File: src/rtl/ilv_pkg.sv
package ilv_pkg;
    localparam int DATA_W = 32;
    localparam int CODE_W = 39;
    localparam int SYN_W  = 6;
    localparam int A_BITS = (CODE_W + 1) / 2;
    localparam int B_BITS = CODE_W / 2;

    typedef enum logic [0:0] {ST_IDLE = 1'b0, ST_SHOW = 1'b1} rd_state_e;

    function automatic logic is_pow2(input int p);
        return (p & (p - 1)) == 0;
    endfunction

    function automatic logic [CODE_W-1:0] place_data(input logic [DATA_W-1:0] d);
        logic [CODE_W-1:0] c;
        int k;
        c = '0;
        k = 0;
        for (int p = 1; p < CODE_W; p++) begin
            if (!is_pow2(p)) begin
                c[p] = d[k];
                k++;
            end
        end
        return c;
    endfunction

    function automatic logic [DATA_W-1:0] pick_data(input logic [CODE_W-1:0] c);
        logic [DATA_W-1:0] d;
        int k;
        d = '0;
        k = 0;
        for (int p = 1; p < CODE_W; p++) begin
            if (!is_pow2(p)) begin
                d[k] = c[p];
                k++;
            end
        end
        return d;
    endfunction

    function automatic logic [SYN_W-1:0] syndrome(input logic [CODE_W-1:0] c);
        logic [SYN_W-1:0] s;
        s = '0;
        for (int p = 1; p < CODE_W; p++) begin
            if (c[p]) s = s ^ SYN_W'(p);
        end
        return s;
    endfunction
endpackage

File: src/rtl/secded_enc.sv
module secded_enc
    import ilv_pkg::*;
(
    input  logic [DATA_W-1:0] data,
    output logic [CODE_W-1:0] code
);
    logic [CODE_W-1:0] placed;
    logic [SYN_W-1:0]  chk;

    always_comb begin
        placed = place_data(data);
        chk    = syndrome(placed);
        code   = placed;
        for (int i = 0; i < SYN_W; i++) begin
            code[1 << i] = chk[i];
        end
        code[0] = ^code[CODE_W-1:1];
    end
endmodule

File: src/rtl/secded_dec.sv
module secded_dec
    import ilv_pkg::*;
(
    input  logic [CODE_W-1:0] code,
    output logic [DATA_W-1:0] data,
    output logic              single,
    output logic              double
);
    logic [SYN_W-1:0]  syn;
    logic              par;
    logic [CODE_W-1:0] fixed;

    always_comb begin
        syn    = syndrome(code);
        par    = ^code;
        fixed  = code;
        single = 1'b0;
        double = 1'b0;
        if (par) begin
            if (int'(syn) < CODE_W) begin
                single = 1'b1;
                fixed[syn] = ~code[syn];
            end else begin
                double = 1'b1;
            end
        end else if (syn != '0) begin
            double = 1'b1;
        end
        data = pick_data(fixed);
    end
endmodule

File: src/rtl/ilv_bank.sv
module ilv_bank #(
    parameter int ROW_W = 5,
    parameter int BITS  = 20,
    parameter int SCR   = 0
) (
    input  logic             clk,
    input  logic             we,
    input  logic [ROW_W-1:0] wrow,
    input  logic             wslot,
    input  logic [BITS-1:0]  wbits,
    input  logic             tog,
    input  logic [ROW_W-1:0] trow,
    input  logic [5:0]       tcol,
    input  logic             re,
    input  logic             rflt,
    input  logic [ROW_W-1:0] rrow,
    output logic [2*BITS-1:0] rq
);
    localparam int ROWS = 1 << ROW_W;
    localparam int W    = 2 * BITS;
    localparam logic [ROW_W-1:0] SCR_V = ROW_W'(SCR);

    logic [W-1:0]     mem [ROWS];
    logic [ROW_W-1:0] pw, pt, pr;

    assign pw = wrow ^ SCR_V;
    assign pt = trow ^ SCR_V;
    assign pr = rrow ^ SCR_V ^ ROW_W'(rflt);

    always_ff @(posedge clk) begin
        if (we) begin
            for (int k = 0; k < BITS; k++) begin
                if (wslot) mem[pw][2*k+1] <= wbits[k];
                else       mem[pw][2*k]   <= wbits[k];
            end
        end else if (tog) begin
            for (int c = 0; c < W; c++) begin
                if (int'(tcol) == c) mem[pt][c] <= ~mem[pt][c];
            end
        end
        if (re) rq <= mem[pr];
    end
endmodule

File: src/rtl/ilv_ecc_mem.sv
module ilv_ecc_mem
    import ilv_pkg::*;
#(
    parameter int ADDR_W = 6,
    parameter int SCR_A  = 5,
    parameter int SCR_B  = 10
) (
    input  logic              clk,
    input  logic              rst_n,
    input  logic              wr_en,
    input  logic              rd_en,
    input  logic [ADDR_W-1:0] addr,
    input  logic [31:0]       wr_data,
    input  logic              resp_sb_abort,
    input  logic              resp_db_abort,
    input  logic              flt_tog,
    input  logic              flt_bank,
    input  logic [5:0]        flt_col,
    input  logic              flt_dec,
    output logic [31:0]       rd_data,
    output logic              rd_valid,
    output logic              err_single,
    output logic              err_double,
    output logic              abort
);
    localparam int ROW_W = ADDR_W - 1;

    rd_state_e state_q, state_d;
    logic              rd_acc, tog_acc;
    logic [ROW_W-1:0]  row;
    logic              slot, slot_q, cfg_sb_q, cfg_db_q;
    logic [CODE_W-1:0] cw_w, cw_r;
    logic [A_BITS-1:0] a_w;
    logic [B_BITS-1:0] b_w;
    logic [2*A_BITS-1:0] a_q;
    logic [2*B_BITS-1:0] b_q;
    logic [DATA_W-1:0] dec_data;
    logic              dec_sb, dec_db;

    assign rd_acc  = rd_en & ~wr_en;
    assign tog_acc = flt_tog & ~wr_en;
    assign row     = addr[ADDR_W-1:1];
    assign slot    = addr[0];

    secded_enc u_enc (.data(wr_data), .code(cw_w));

    // Fixed split: even code bits to bank A, odd to bank B.
    for (genvar k = 0; k < A_BITS; k++) begin : g_split_a
        assign a_w[k]    = cw_w[2*k];
        assign cw_r[2*k] = slot_q ? a_q[2*k+1] : a_q[2*k];
    end
    for (genvar k = 0; k < B_BITS; k++) begin : g_split_b
        assign b_w[k]      = cw_w[2*k+1];
        assign cw_r[2*k+1] = slot_q ? b_q[2*k+1] : b_q[2*k];
    end

    ilv_bank #(.ROW_W(ROW_W), .BITS(A_BITS), .SCR(SCR_A)) u_bank_a (
        .clk(clk), .we(wr_en), .wrow(row), .wslot(slot), .wbits(a_w),
        .tog(tog_acc & ~flt_bank), .trow(row), .tcol(flt_col),
        .re(rd_acc), .rflt(flt_dec), .rrow(row), .rq(a_q)
    );

    ilv_bank #(.ROW_W(ROW_W), .BITS(B_BITS), .SCR(SCR_B)) u_bank_b (
        .clk(clk), .we(wr_en), .wrow(row), .wslot(slot), .wbits(b_w),
        .tog(tog_acc & flt_bank), .trow(row), .tcol(flt_col),
        .re(rd_acc), .rflt(1'b0), .rrow(row), .rq(b_q)
    );

    secded_dec u_dec (.code(cw_r), .data(dec_data), .single(dec_sb), .double(dec_db));

    // State register
    always_ff @(posedge clk or negedge rst_n) begin
        if (!rst_n) begin
            state_q  <= ST_IDLE;
            slot_q   <= 1'b0;
            cfg_sb_q <= 1'b0;
            cfg_db_q <= 1'b0;
        end else begin
            state_q <= state_d;
            if (rd_acc) begin
                slot_q   <= slot;
                cfg_sb_q <= resp_sb_abort;
                cfg_db_q <= resp_db_abort;
            end
        end
    end

    always_comb begin
        state_d = state_q;
        unique case (state_q)
            ST_IDLE: if (rd_acc)  state_d = ST_SHOW;
            ST_SHOW: if (!rd_acc) state_d = ST_IDLE;
            default: state_d = ST_IDLE;
        endcase
    end

    // Outputs
    always_comb begin
        rd_valid   = 1'b0;
        rd_data    = '0;
        err_single = 1'b0;
        err_double = 1'b0;
        abort      = 1'b0;
        unique case (state_q)
            ST_IDLE: ;
            ST_SHOW: begin
                rd_valid   = 1'b1;
                rd_data    = dec_data;
                err_single = dec_sb;
                err_double = dec_db;
                abort      = (dec_sb & cfg_sb_q) | (dec_db & cfg_db_q);
            end
            default: ;
        endcase
    end


    valid_follows_read_chk: assert property (@(posedge clk) disable iff (!rst_n)
        rd_valid |-> $past(rd_en && !wr_en));

    quiet_idle_chk: assert property (@(posedge clk) disable iff (!rst_n)
        !rd_valid |-> (!err_single && !err_double && !abort && rd_data == '0));

    flags_exclusive_chk: assert property (@(posedge clk) disable iff (!rst_n)
        !(err_single && err_double));

    abort_cause_chk: assert property (@(posedge clk) disable iff (!rst_n)
        abort |-> ((err_single && $past(resp_sb_abort)) || (err_double && $past(resp_db_abort))));

    write_blocks_read_chk: assert property (@(posedge clk) disable iff (!rst_n)
        $past(wr_en) |-> !rd_valid);
endmodule

File: config.mk
export PLATFORM = sky130hd
export DESIGN_NAME = ilv_ecc_mem
export DESIGN_NICKNAME = d
export VERILOG_FILES = /design/src/rtl/ilv_pkg.sv /design/src/rtl/secded_enc.sv /design/src/rtl/secded_dec.sv /design/src/rtl/ilv_bank.sv /design/src/rtl/ilv_ecc_mem.sv
export SDC_FILE = /design/constraint.sdc
export NUM_CORES = 2
export LEC_CHECK = 0
export BUFFER_PORTS_ARGS = -buffer_cell sky130_fd_sc_hd__buf_2
export CORE_MARGIN = 4
export CORE_UTILIZATION = 45
export CTS_BUF_LIST = sky130_fd_sc_hd__clkbuf_2
export CTS_CLUSTER_DIAMETER = 100
export DETAILED_ROUTE_END_ITERATION = 10
export SLEW_MARGIN = 10
export SYNTH_ARGS = -nofsm -noshare
export SYNTH_HDL_FRONTEND = slang
export SYNTH_SLANG_ARGS = --single-unit
File: constraint.sdc
create_clock -name clk -period 5.5 [get_ports clk]
set_clock_uncertainty 0.05 [all_clocks]
set_input_delay 0.275 -clock clk [delete_from_list [all_inputs] [get_ports clk]]
set_output_delay 0.275 -clock clk [all_outputs]
set_load 0.01 [all_outputs]
==> impl_metrics.json <==
{
  "cp_slowest_stage_delay_ns": 0.58,
  "tns_ns": -12.83,
  "yosysWarnings": 0,
  "clock-sinks": 2578,
  "worstRegToRegCells": 9,
  "drv_cap": 0,
  "via_per_inst": 6.42,
  "leakagePower_nw": 44.5,
  "wl_met3_um": 54100,
  "ys_types": 72,
  "highest-signal-layer": "met5",
  "critPathBufInv": 5,
  "r2r_slack_ns": 0.65,
  "synth_enable_flop_cells": 2574,
  "place_area_um2": 128000,
  "hold_start": "addr[3]",
  "finalCriticalPeriod_ns": 5.97,
  "dp_slack_ns": 0.513,
  "grt_setup_unrepaired": "true",
  "synthToLayoutAreaGrowth_pct": 12.9,
  "clk_latency_ns": 2.00,
  "wl_per_cell_um": 33.0,
  "wl_um": 426000,
  "fp-row-count": 190,
  "critical_path_arrival_ns": 5.65,
  "cp_max_fo": 10,
  "first_iter_violations": 12300,
  "die_y_um": 528,
  "maxSlewViolCount": 0,
  "p_int_mw": 31.9,
  "place_congestion": 0.890,
  "slew_headroom": 0.128,
  "layout_worst_path_cycle_share": 1.09,
  "firstDrtPassIters": 6,
  "die_area_um2": 279000,
  "fin_hold_ws_ns": 0.167,
  "vias": 82900,
  "grt_pass1_vias": 81900,
  "postLayoutCoreUtil": 0.512,
  "met2_length_um": 200000,
  "setup_viol": 33,
  "synth_flop_cell": "edfxtp_1",
  "async_flop_share": 0.00155,
  "worstSetupPathType": "reg -> out",
  "cts_max_path_buffers": 4,
  "port_buffers": 88,
  "violations": "negative setup slack",
  "ys_seq_elements": 2578,
  "p_seq_frac": 0.506,
  "grt-ovfl-total": 0,
  "p_sw_frac": 0.306,
  "seq_area_frac_synth": 0.636,
  "netSwitchingPower_mw": 14.1,
  "cts_made_buffers": 684,
  "hpwl_um": 236000,
  "cts-root-buf": "clkbuf_2",
  "multiInputGateArea_um2": 43100,
  "synth_nets": 8396,
  "ant_nets": 0,
  "n_fill_cell": 23000,
  "core-area_um2": 269000,
  "syn-instance-count": 8343,
  "cp.required_ns": 5.18,
  "io_pins": 89,
  "grt_pass1_wl_um": 597000,
  "path_common_cell": "xnor2_4",
  "worst_slack_ns": -0.472,
  "cp-end-kind": "output pin",
  "report.final.hold_viol_count": 0,
  "nNetsFinal": 8902,
  "critPathLaunchType": "register",
  "layout-drive-gt1-share": 0.314,
  "status": "finished with violations",
  "worstHoldPathCells": 4,
  "irDropWorstVdd_mv": 0.480,
  "path_delay_family": "XOR/XNOR gates",
  "die_width_um": 528,
  "finish.instance_area_um2": 137000,
  "htreeDepth": 6,
  "combPwrFrac": 0.199,
  "worstPathCellList": "buf_6, mux2_4, xnor2_4, xnor2_4, xnor2_4, buf_4, xor2_4, buf_6, o221ai_1, o211ai_1, nand4_4, buf_12, o31ai_4, buf_2",
  "grt_start_max_net_pins": 79,
  "pwr-share-clk": 0.295,
  "worstReg2RegStart": "u_bank_b.mem[29][34]",
  "start_util": 0.453,
  "clk_pin_slew_ns": 0.10,
  "met1_length_um": 152000,
  "fmax_ghz": 0.167,
  "cpMaxStageDelayCell": "dfrtp_4",
  "r2r-end": "u_bank_b.mem[19][34]",
  "detail_route.drc_violations": 0,
  "seq_area_um2": 77400,
  "min_to": "u_bank_a.mem[11][20]",
  "syn_avg_cell_area_um2": 14.6,
  "hp-class": "in -> reg",
  "tightest_slew_ns": 1.31,
  "antenna_found_initial": 32,
  "cts_tree": "built",
  "powerDensity_nw_per_um2": 335,
  "syn-cell-area_um2": 122000,
  "grtUsageTotal": 0.301
}
## cells in the mapped netlist (all sizes together), types with 17 or more instances
| library cell | number | area share |
|---|---|---|
| buf | 182 | 0.0062 |
| a31oi | 34 | 0.0019 |
| nand3 | 29 | 0.0012 |
| o21ai | 60 | 0.0025 |
| nor3 | 22 | 0.00090 |
| xor2 | 62 | 0.0045 |
| edfxtp | 2574 | 0.63 |
| mux4 | 951 | 0.18 |
| a211oi | 17 | 0.0011 |
| mux2 | 55 | 0.0051 |
| a211o | 18 | 0.0013 |
| clkbuf | 690 | 0.021 |
| a22oi | 290 | 0.018 |
| nor2 | 2553 | 0.079 |
| nand2 | 159 | 0.0049 |
| a21oi | 152 | 0.0062 |
| o22ai | 71 | 0.0036 |
| xnor2 | 95 | 0.0080 |
| mux2i | 118 | 0.010 |
| nand4 | 67 | 0.0036 |
## metrics by stage
| stage | std cells | power, mW |
|---|---|---|
| final | 12900 | 46.0 |
| after global routing | 12900 | 47.7 |
| after CTS | 12900 | 45.8 |
| after detailed placement | 11500 | 31.1 |
| after global placement | 11500 | 31.0 |
| after floorplan | 8343 | 28.3 |
## kinds of logic (layout without fill, tap and decap cells)
logic type,after synthesis,in the layout,synth area share
AO/OA/AOI/OAI,700,700,0.0388
XOR/XNOR,163,164,0.0137
adder cells (fa/ha/maj),1,1,0.0000822
buffers and inverters,877,1855,0.0277
flip-flops,2578,2578,0.636
multiplexers,1124,1124,0.191
other,0,24,0
AND/OR/NAND/NOR,2900,2900,0.0930
## worst reg2reg max path, stage by stage, from the launching register on
cell and delay (ns):
edfxtp_1 0.37, mux4_2 0.48, dlygate4sd3_1 0.58, a22oi_1 0.14
dlygate4sd3_1 0.57, nand4_1 0.15, o21ai_1 0.17, dlygate4sd3_1 0.56
buf_4 0.10, dlygate4sd3_1 1.25
## worst max-delay path by stage
stage | from | endpoint | cells past startpoint
final | slot_q | rd_data[24] | 14
after global routing | slot_q | rd_data[26] | 14
after CTS | slot_q | rd_data[26] | 12
after detailed placement | slot_q | rd_data[18] | 12
after global placement | slot_q | rd_data[18] | 12
after floorplan | wr_en | cfg_db_q | 2
## cells in the final DEF, fill, tap and decap left out, types with 15 or more instances in the layout
cell / count
a21oi_2: 77
mux2_2: 50
xnor2_1: 75
xor2_1: 58
buf_12: 69
mux4_2: 951
a31oi_4: 19
mux2i_1: 97
nand2_1: 123
nor2_1: 2533
o22ai_1: 69
a22oi_1: 289
clkbuf_2: 1009
buf_2: 67
buf_4: 373
o21ai_2: 23
nand2_4: 33
a211o_1: 18
a21oi_1: 74
clkinv_1: 103
nand3_1: 28
a211oi_1: 15
a31oi_2: 15
o21ai_1: 20
edfxtp_1: 2574
nand4_1: 66
dlygate4sd3_1: 143
buf_6: 31
diode_2: 24
## sequential cells by signal, indices dropped and copies added (netlist names)
register      flops
u_bank_b.rq      38
cfg_db_q          1
u_bank_a.rq      40
slot_q            1
cfg_sb_q          1
u_bank_b.mem   1216
state_q           1
u_bank_a.mem   1280
## layer usage
| layer | up-vias | GRT usage |
|---|---|---|
| met4 | 18 | 0.135 |
| met1 | 43000 | 0.398 |
| li1 | 33000 | - |
| met2 | 5727 | 0.472 |
| met5 | - | 0 |
| met3 | 1019 | 0.0800 |
## what timing repair did
action,in CTS,in global routing
pin swaps,53,6
endpoints found under the setup margin,35,35
setup buffers,53,3
hold buffers,144,1
gates cloned,2,0
endpoints found under the hold margin,5147,2
gates resized for setup,153,16
## area by class of cell
| type | instances | share of cell area |
|---|---|---|
| sequential | 2578 | 0.563 |
| multi-input combinational | 4889 | 0.313 |
| timing repair buffer | 691 | 0.0468 |
| clock buffer | 1009 | 0.0367 |
| tap | 3552 | 0.0323 |
| clock inverter | 150 | 0.00721 |
| antenna | 24 | 0.000437 |
| inverter | 5 | 0.000137 |
## power by group through the flow
| stage | logic [mW] | registers (mW) | clock network (mW) |
|---|---|---|---|
| global placement | 7.27 | 23.7 | 0 |
| floorplan | 4.64 | 23.7 | 0 |
| detailed placement | 7.38 | 23.7 | 0 |
| global route | 9.58 | 23.3 | 14.9 |
| finish | 9.17 | 23.3 | 13.6 |
| CTS | 8.76 | 23.3 | 13.8 |
Note: power is estimated with default switching activity, not from simulation.
